==> config.mk <==
export PLATFORM = sky130hd
export DESIGN_NAME = ctp_transposer
export DESIGN_NICKNAME = d
export VERILOG_FILES = /design/src/rtl/ctp_pkg.sv /design/src/rtl/ctp_row_seq.sv /design/src/rtl/ctp_gather.sv /design/src/rtl/ctp_trim.sv /design/src/rtl/ctp_transposer.sv
export SDC_FILE = /design/constraint.sdc
export NUM_CORES = 1
export LEC_CHECK = 0
export BUFFER_PORTS_ARGS = -buffer_cell sky130_fd_sc_hd__buf_2
export CELL_PAD_IN_SITES_DETAIL_PLACEMENT = 1
export CELL_PAD_IN_SITES_GLOBAL_PLACEMENT = 1
export CORE_MARGIN = 2
export CORE_UTILIZATION = 36
export CTS_CLUSTER_SIZE = 14
export DETAILED_ROUTE_END_ITERATION = 8
export GPL_TIMING_DRIVEN = 1
export PLACE_DENSITY = 0.89
export REMOVE_ABC_BUFFERS = 1
export SYNTH_ARGS = -nofsm -noshare
export SYNTH_HDL_FRONTEND = slang
export SYNTH_SLANG_ARGS = --single-unit
==> constraint.sdc <==
create_clock -name clk -period 3.4 [get_ports clk]
set_input_delay 0 -clock clk [delete_from_list [all_inputs] [get_ports clk]]
set_output_delay 0 -clock clk [all_outputs]
set_load 0.05 [all_outputs]
==> src/rtl/ctp_pkg.sv <==
package ctp_pkg;

  localparam int unsigned CTP_ROWS   = 12;
  localparam int unsigned CTP_COLS   = 72;
  localparam int unsigned CTP_WORD_W = 36;

  typedef enum logic [1:0] {
    ST_IDLE,
    ST_FETCH,
    ST_PRESENT,
    ST_FINISH
  } ctp_state_e;

  // Buffer word that holds (row, col): rows are stored as consecutive word groups.
  function automatic int unsigned ctp_word_index(int unsigned row, int unsigned col,
                                                 int unsigned word_w, int unsigned words_per_row);
    return row * words_per_row + col / word_w;
  endfunction

  // Bit inside that word: the lowest column sits at the most significant bit.
  function automatic int unsigned ctp_bit_pos(int unsigned col, int unsigned word_w);
    return word_w - 1 - (col % word_w);
  endfunction

endpackage

==> src/rtl/ctp_row_seq.sv <==
module ctp_row_seq #(
  parameter int unsigned ROWS = 12,
  localparam int unsigned RCW = $clog2(ROWS + 1)
) (
  input  logic           clk,
  input  logic           rst_n,
  input  logic           go,
  output logic           rd_en,
  output logic [RCW-1:0] issue_row,
  output logic           cap_en,
  output logic [RCW-1:0] cap_row,
  output logic           fetch_done
);

  logic           active_q;
  logic [RCW-1:0] cnt_q;

  always_ff @(posedge clk) begin
    if (!rst_n) begin
      active_q <= 1'b0;
      cnt_q    <= '0;
    end else if (go) begin
      active_q <= 1'b1;
      cnt_q    <= '0;
    end else if (active_q) begin
      if (cnt_q == RCW'(ROWS)) active_q <= 1'b0;
      else                     cnt_q    <= cnt_q + 1'b1;
    end
  end

  // Cycle k issues row k and captures the word returned for row k-1.
  assign rd_en      = active_q && (cnt_q < RCW'(ROWS));
  assign issue_row  = cnt_q;
  assign cap_en     = active_q && (cnt_q != '0);
  assign cap_row    = cnt_q - 1'b1;
  assign fetch_done = active_q && (cnt_q == RCW'(ROWS));

endmodule

==> src/rtl/ctp_gather.sv <==
module ctp_gather #(
  parameter int unsigned ROWS   = 12,
  parameter int unsigned WORD_W = 36,
  localparam int unsigned RCW = $clog2(ROWS + 1),
  localparam int unsigned BW  = $clog2(WORD_W)
) (
  input  logic              clk,
  input  logic              rst_n,
  input  logic              cap_en,
  input  logic [RCW-1:0]    cap_row,
  input  logic [BW-1:0]     bit_sel,
  input  logic [WORD_W-1:0] rd_data,
  output logic [ROWS-1:0]   code
);

  for (genvar r = 0; r < ROWS; r++) begin : g_row
    logic bit_q;
    always_ff @(posedge clk) begin
      if (!rst_n)                                  bit_q <= 1'b0;
      else if (cap_en && (cap_row == RCW'(r)))     bit_q <= rd_data[bit_sel];
    end
    assign code[r] = bit_q;
  end

endmodule

==> src/rtl/ctp_trim.sv <==
module ctp_trim #(
  parameter int unsigned COLS = 72,
  localparam int unsigned CIW = $clog2(COLS),
  localparam int unsigned LW  = $clog2(COLS + 1)
) (
  input  logic           clk,
  input  logic           rst_n,
  input  logic           clear,
  input  logic           accept,
  input  logic           nonblank,
  input  logic [CIW-1:0] col,
  output logic [LW-1:0]  len
);

  always_ff @(posedge clk) begin
    if (!rst_n || clear)          len <= '0;
    else if (accept && nonblank)  len <= LW'(col) + 1'b1;
  end

endmodule

==> src/rtl/ctp_transposer.sv <==
module ctp_transposer
  import ctp_pkg::*;
#(
  parameter int unsigned ROWS   = CTP_ROWS,
  parameter int unsigned COLS   = CTP_COLS,
  parameter int unsigned WORD_W = CTP_WORD_W,
  localparam int unsigned WPR   = COLS / WORD_W,
  localparam int unsigned WORDS = ROWS * WPR,
  localparam int unsigned AW    = $clog2(WORDS),
  localparam int unsigned CIW   = $clog2(COLS),
  localparam int unsigned LW    = $clog2(COLS + 1),
  localparam int unsigned RCW   = $clog2(ROWS + 1),
  localparam int unsigned BW    = $clog2(WORD_W)
) (
  input  logic              clk,
  input  logic              rst_n,
  input  logic              start,
  output logic              rd_en,
  output logic [AW-1:0]     rd_addr,
  input  logic [WORD_W-1:0] rd_data,
  output logic [ROWS-1:0]   col_code,
  output logic              col_valid,
  output logic              col_last,
  input  logic              col_ready,
  output logic              done,
  output logic [LW-1:0]     line_len
);

  ctp_state_e     state_q;
  logic [CIW-1:0] col_q;

  // Named internal events for the checker
  logic           line_start;
  logic           fetch_go;
  logic           fetch_done;
  logic           col_accept;
  logic           cap_en;
  logic [RCW-1:0] cap_row;
  logic [RCW-1:0] issue_row;
  logic [BW-1:0]  bit_sel;
  logic           at_last_col;

  assign at_last_col = (col_q == CIW'(COLS - 1));
  assign line_start  = (state_q == ST_IDLE) && start;
  assign col_valid   = (state_q == ST_PRESENT);
  assign col_last    = col_valid && at_last_col;
  assign col_accept  = col_valid && col_ready;
  assign fetch_go    = line_start || (col_accept && !at_last_col);
  assign done        = (state_q == ST_FINISH);

  always_ff @(posedge clk) begin
    if (!rst_n) begin
      state_q <= ST_IDLE;
      col_q   <= '0;
    end else begin
      unique case (state_q)
        ST_IDLE: if (start) begin
          state_q <= ST_FETCH;
          col_q   <= '0;
        end
        ST_FETCH: if (fetch_done) state_q <= ST_PRESENT;
        ST_PRESENT: if (col_ready) begin
          if (at_last_col) state_q <= ST_FINISH;
          else begin
            state_q <= ST_FETCH;
            col_q   <= col_q + 1'b1;
          end
        end
        ST_FINISH: state_q <= ST_IDLE;
        default:   state_q <= ST_IDLE;
      endcase
    end
  end

  ctp_row_seq #(.ROWS(ROWS)) u_seq (
    .clk        (clk),
    .rst_n      (rst_n),
    .go         (fetch_go),
    .rd_en      (rd_en),
    .issue_row  (issue_row),
    .cap_en     (cap_en),
    .cap_row    (cap_row),
    .fetch_done (fetch_done)
  );

  assign rd_addr = AW'(ctp_word_index(int'(issue_row), int'(col_q), WORD_W, WPR));
  assign bit_sel = BW'(ctp_bit_pos(int'(col_q), WORD_W));

  ctp_gather #(.ROWS(ROWS), .WORD_W(WORD_W)) u_gather (
    .clk     (clk),
    .rst_n   (rst_n),
    .cap_en  (cap_en),
    .cap_row (cap_row),
    .bit_sel (bit_sel),
    .rd_data (rd_data),
    .code    (col_code)
  );

  ctp_trim #(.COLS(COLS)) u_trim (
    .clk      (clk),
    .rst_n    (rst_n),
    .clear    (line_start),
    .accept   (col_accept),
    .nonblank (|col_code),
    .col      (col_q),
    .len      (line_len)
  );

endmodule

=== After elaboration in Yosys (flattened, before gate mapping) ===
Index checks and enable logic that the tools add are counted.

* Register bits after elaboration: 33
* Latch bits: 0
* Memory bits (writable): 0
* Bits in read-only memories: 0
* Input port bits: 40
* Word-level logic and storage cells: 95
* Memories kept: 0

* $add $sub $neg: 5
* $mul: 0
* Divide/modulo/power cells: 2
* Magnitude comparators: 2
* Equal/unequal tests: 20
* Shift-type cells: 0
* Multiplexer cells: 14
* Bitwise gates (word level): 2
* Reductions and logical operators: 33

{| class="wikitable"
|+ Operators by type and width
! cell !! number
|-
| divider 7 x 6 -> 32 bit (second input constant) || 1
|-
| remainder unit 7 x 6 -> 32 bit (second input constant) || 1
|-
| 2-to-1 mux 7 bit || 3
|-
| == test 4 bit (second input constant) || 5
|-
| logical AND 1 bit || 20
|-
| == test 4 x 3 -> 1 bit (second input constant) || 4
|-
| case mux 7 bit (2 select lines) || 1
|-
| OR reduction 12 bit || 1
|-
| == test 4 x 2 -> 1 bit (second input constant) || 2
|-
| 2-to-1 mux 2 bit || 4
|-
| case mux 2 bit (4 select lines) || 1
|-
| adder 7 x 1 -> 7 bit (second input constant) || 1
|-
| == test 7 bit (second input constant) || 1
|-
| < comparator 6 x 7 -> 1 bit (second input constant) || 1
|-
| binary-select mux 1 bit (select 6 bit) || 1
|-
| inequality test 2 bit (second input constant) || 3
|-
| subtractor 6 bit (first input constant) || 1
|-
| adder 5 bit || 1
|-
| adder 4 x 1 -> 4 bit (second input constant) || 1
|-
| == test 2 bit (second input constant) || 2
|-
| == test 4 x 1 -> 1 bit (second input constant) || 1
|-
| zero test 4 bit || 1
|-
| < comparator 4 bit (second input constant) || 1
|-
| 2-to-1 mux 1 bit || 4
|-
| other kinds (13) || 16
|}

=== Logic depth before layout (Yosys ltp) ===
* Depth after elaboration: 5
* Mapped depth: 16
* Mapped depth without buffers: 14

=== Modules after synthesis ===
Synthesis repeated with hierarchy kept, for this count alone.

* Cells, all modules: 306
* Area, all modules: 2,531.2 µm²

{| class="wikitable"
|+ Modules (own cells, without submodules)
! module !! instances !! cells each !! area an instance (µm²) !! seq. area each (µm²)
|-
| ctp_gather || 1 || 111 || 994.7 || 240.2
|-
| ctp_transposer || 1 || 118 || 909.6 || 180.2
|-
| ctp_trim || 1 || 38 || 331.6 || 140.1
|-
| ctp_row_seq || 1 || 39 || 295.3 || 100.1
|}

=== Least setup slack after synthesis ===
No wires, ideal clock.

* Kind: flip-flop to flip-flop
* Start: register col_q[4]
* End: register u_gather.g_row[1].bit_q
* Arrival time: 4.336 ns
* Path slack: -1.022 ns
* Stages on the path, launching flop included: 17
* Path buffers: 2
* Period minus slack after synthesis: 4.422 ns
* Path through: dfxtp_1 > buf_2 > nor3_1 > inv_1 > ha_1 > nand2b_1 > nor2_1 > o21ai_0 > nand2_1 > xor2_1 > ha_1 > inv_1 > nand3_1 > a2111oi_4 > buf_6 > nor3_1 > a211oi_1

* Cells in the longest elaborated chain, start to end: 4

{| class="wikitable"
|+ RTL lines
! element !! RTL line !! text
|-
| start, declared || ctp_transposer.sv:30 || <nowiki>logic [CIW-1:0] col_q;</nowiki>
|-
| start signal, assigned || ctp_transposer.sv:66 || <nowiki>col_q <= col_q + 1'b1;</nowiki>
|-
| remainder unit 7 x 6 -> 32 bit || ctp_pkg.sv:22 || <nowiki>return word_w - 1 - (col % word_w);</nowiki>
|-
| subtractor 6 bit || ctp_pkg.sv:22 ||
|-
| binary-select mux 1 bit (select 6 bit) || ctp_gather.sv:20 || <nowiki>else if (cap_en && (cap_row == RCW'(r))) bit_q <= rd_data[bit_sel];</nowiki>
|-
| 2-to-1 mux 1 bit (not written as such) || ctp_gather.sv:20 ||
|-
| end signal, assigned || ctp_gather.sv:20 ||
|-
| end, declared || ctp_gather.sv:17 || <nowiki>logic bit_q;</nowiki>
|}

Every way passes these cells. The select of a mux whose other input is x is not followed.
A chain may end at the register's enable or synchronous reset.

=== Final worst setup path ===
* Start: register col_q[3]
* End: register u_gather.g_row[9].bit_q

* Cells in the longest elaborated chain, start to end: 4

{| class="wikitable"
|+ RTL lines
! element !! RTL line
|-
| remainder unit 7 x 6 -> 32 bit || ctp_pkg.sv:22
|-
| subtractor 6 bit || ctp_pkg.sv:22
|-
| binary-select mux 1 bit (select 6 bit) || ctp_gather.sv:20
|-
| 2-to-1 mux 1 bit (not written as such) || ctp_gather.sv:20
|-
| end signal, assigned || ctp_gather.sv:20
|-
| end, declared || ctp_gather.sv:17
|}

Every way passes these cells. The select of a mux whose other input is x is not followed.

==> metrics.md <==
| Metric | Value |
|---|---|
| Status | `completed` |
| Setup Skew | `just over 10 ps` |
| Clock transition at path regs | `80 ps` |
| CTS Buffer Depth | `2` |
| Setup TNS | `0 ps` |
| Cell breakdown of the critical path | `nor3_2, inv_1, ha_1, nand2b_4, nor2_2, a221o_1, nor2_2, ha_1, inv_2, nand3_1, a2111oi_4, buf_4, nor3_1, a211oi_1` |
| CTS H-tree depth | `2` |
| Vias in the first global route | `about 2,800` |
| Hold WC Path Type | `input port to register` |
| Fin crit period | `between 3000 and 4000 ps` |
| Final Slew Violations | `0` |
| Post-route cell area | `around 3200 sq um` |
| IR Drop Worst-Case VDD | `between 100 and 150 uV` |
| Root Driver | `clkbuf_8` |
| HPWL after DPL | `~6200 um` |
| Core Area | `7253 sq um` |
| Final Hold Viols | `0` |
| Synth Warn # | `0` |
| Avg Inst Size Synth | `~8.3 sq um` |
| Sequential-to-total area share from yosys stat | `24.43%` |
| Worst path slowest cell | `a221o_1` |
| CP Launch Type | `register` |
| Port bufs | `67` |
| LEAKAGE | `between 0.001 and 0.0015 uW` |
| DR WL/cell | `17.14 um` |
| Worst Setup EP | `u_gather.g_row[9].bit_q$_SDFFE_PN0P_` |
| CTS Sinks | `33` |
| Num CTS Buffers | `5` |
| Vias/cell | `between 5 and 6` |
| Final setup fails | `0` |
| Worst r2r src | `col_q[3]$_SDFFE_PN0P_` |
| Number of flops mapped to enable cells by yosys | `0` |
| CTS Hold Bufs | `0` |
| Placer Congestion | `around 0.79` |
| Slowest Stage Delay on Critical Path | `400 ps` |
| Power Dens Cells | `~260 nW/um^2` |
| Area leader, netlist | `dfxtp_1` |
| Mapped Cells | `between 300 and 400` |
| DRC | `0` |
| Max_slew headroom | `approximately 30%` |
| Synth Cell Area | `2704 sq um` |
| Die H | `around 91 um` |
| Routed Antenna Nets | `0` |
| Antenna violations before repair | `0` |
| Initial DRC count | `between 150 and 200` |
| Reg2Reg Setup Slack | `220 ps` |
| Min-delay src | `start` |
| Distinct cells, synth | `50` |
| Post-synth ARST share | `0%` |
| Synth top area cells | `dfxtp_1, mux4_2, ha_1` |
| First-pass GRT wire length | `~14,000 um` |
| Global route overflow | `0` |
| CP Launch Point | `col_q[3]$_SDFFE_PN0P_` |
| Crit path required time | `3610 ps` |
| Die width | `roughly 91 um` |
| Worst slew pin tran | `around 1000 ps` |
| Total power | `838.9 uW` |
| GRT Total Usage | `between 20% and 30%` |
| Worst-path maximum fanout | `6` |
| Total of max-cap violations | `0` |
| Synthesis-to-finish area growth | `17.82%` |
| IO Pins | `68` |
| Unrepaired setup endpoints after global routing | `false` |
| DRT Wirelength | `~8200 um` |
| Initial Utilization | `a little under two fifths` |
| TritonCTS clock tree | `yes` |
| Main synth FF type | `dfxtp_1` |
| Commonest cells post-synth | `dfxtp_1, nand3_1, nor2_1, a211oi_1, nand2_1` |
| ANT cells | `0` |
| Crit Path Class | `register to register` |
| Area after DPL | `between 3000 and 4000 sq um` |
| Top cell type's share of synthesized area | `between 20% and 30%` |
| DIE AREA | `8220 sq um` |
| Pin count of the biggest net entering global routing | `27` |
| Placement Rows | `31` |
| Most common cell in the synthesized netlist | `dfxtp_1` |
| CP Capture Type | `register` |
| Layout Utilization | `a little over two fifths` |
| Layout net count | `roughly 430` |
| Reg2reg path depth | `14` |
| Vias | `2,721` |
| Initial DRT Pass Iterations | `4` |
| Reg-to-Reg End | `u_gather.g_row[9].bit_q$_SDFFE_PN0P_` |
| WP data arrival | `around 3400 ps` |
| Clk Latency, worst-skew pair | `~300 ps` |
| Yosys reg bits | `33` |
| Final period utilization | `93.39%` |
| Share of cells above drive strength 1 | `29.40%` |
| Highest Clock Rate | `314.9 MHz` |
-- through the flow --
step	cells	hold slack, ps	setup slack, ps
3_5_place_dp	468	456.4	-177.9
3_3_place_gp	468	417.8	42.44
4_1_cts	478	135.6	4.905
2_1_floorplan	290	117.5	-1149
6_report	480	134.2	224.8
5_1_grt	480	166.5	8.009
-- layer usage --
layer / share of wire [%] / GRT usage, % / wire length, um
met5: 0 / 0 / 0
met4: 1.2 / 5.769 / 97
met3: 5.0 / 3.005 / 415
met2: 50 / 36.01 / 4105
met1: 44 / 25.41 / 3609
-- cells in the final DEF (no fill, tap or decap), types with 15 or more instances in the layout --
master	instances
a211oi_1	18
a21boi_0	15
buf_2	67
buf_4	15
dfxtp_1	33
nand2_1	17
nand3_1	27
nor2_1	24
nor3_1	15
-- cell type report --
type,count,area (sq um)
Clock buffer,7,96.34
Clock inverter,1,5.005
Fill cell,902,4068
Inverter,12,45.04
Multi-Input combinational cell,245,1795
Sequential cell,33,660.6
Tap cell,99,123.9
Timing Repair Buffer,83,459.2
-- worst max-delay path, delay by kind of cell (launching register included) --
family                   cells  cell delay (ps)
buffers and inverters        3              420
AO/OA/AOI/OAI                3              960
adder cells (fa/ha/maj)      2              590
AND/OR/NAND/NOR              6              790
flip-flops                   1              320
-- flip-flops by register name (all words and copies together), names as in the netlist --
register and cells:
u_trim.len 7, u_seq.active_q 1, state_q 2, u_seq.issue_row 4, col_q 7, u_gather.g_row.bit_q 12
-- logic make-up after synthesis --
kind of cell | after synthesis | share of synthesized area (%)
simple gates | 122 | 23.32
xor+xnor | 12 | 3.887
compound gates | 86 | 23.46
fa+ha+maj | 12 | 5.553
mux | 13 | 9.116
flops | 33 | 24.43
buf+inv | 48 | 10.23
-- report_power, final --
part	switching [uW]	internal, uW
Sequential	6.83	390
Clock	165	183
Combinational	52.3	42.3
Total	224	615
-- how the worst min path moves through the flow --
stage	cells after the start	to	slack (ps)
finish	4	col_q[1]$_SDFFE_PN0P_	130
global route	2	col_q[0]$_SDFFE_PN0P_	170
CTS	4	col_q[1]$_SDFFE_PN0P_	140
detailed placement	4	col_q[1]$_SDFFE_PN0P_	460
global placement	4	state_q[0]$_SDFFE_PN0P_	420
floorplan	1	col_q[0]$_SDFFE_PN0P_	120
-- timing repair --
item	4_1_cts	5_1_grt
gates cloned	0	1
setup buffers	2	1
pin swaps	2	2
endpoints found under the setup margin	12	12
gates resized for setup	3	8
No activity file was read; power rests on OpenSTA's default activity.
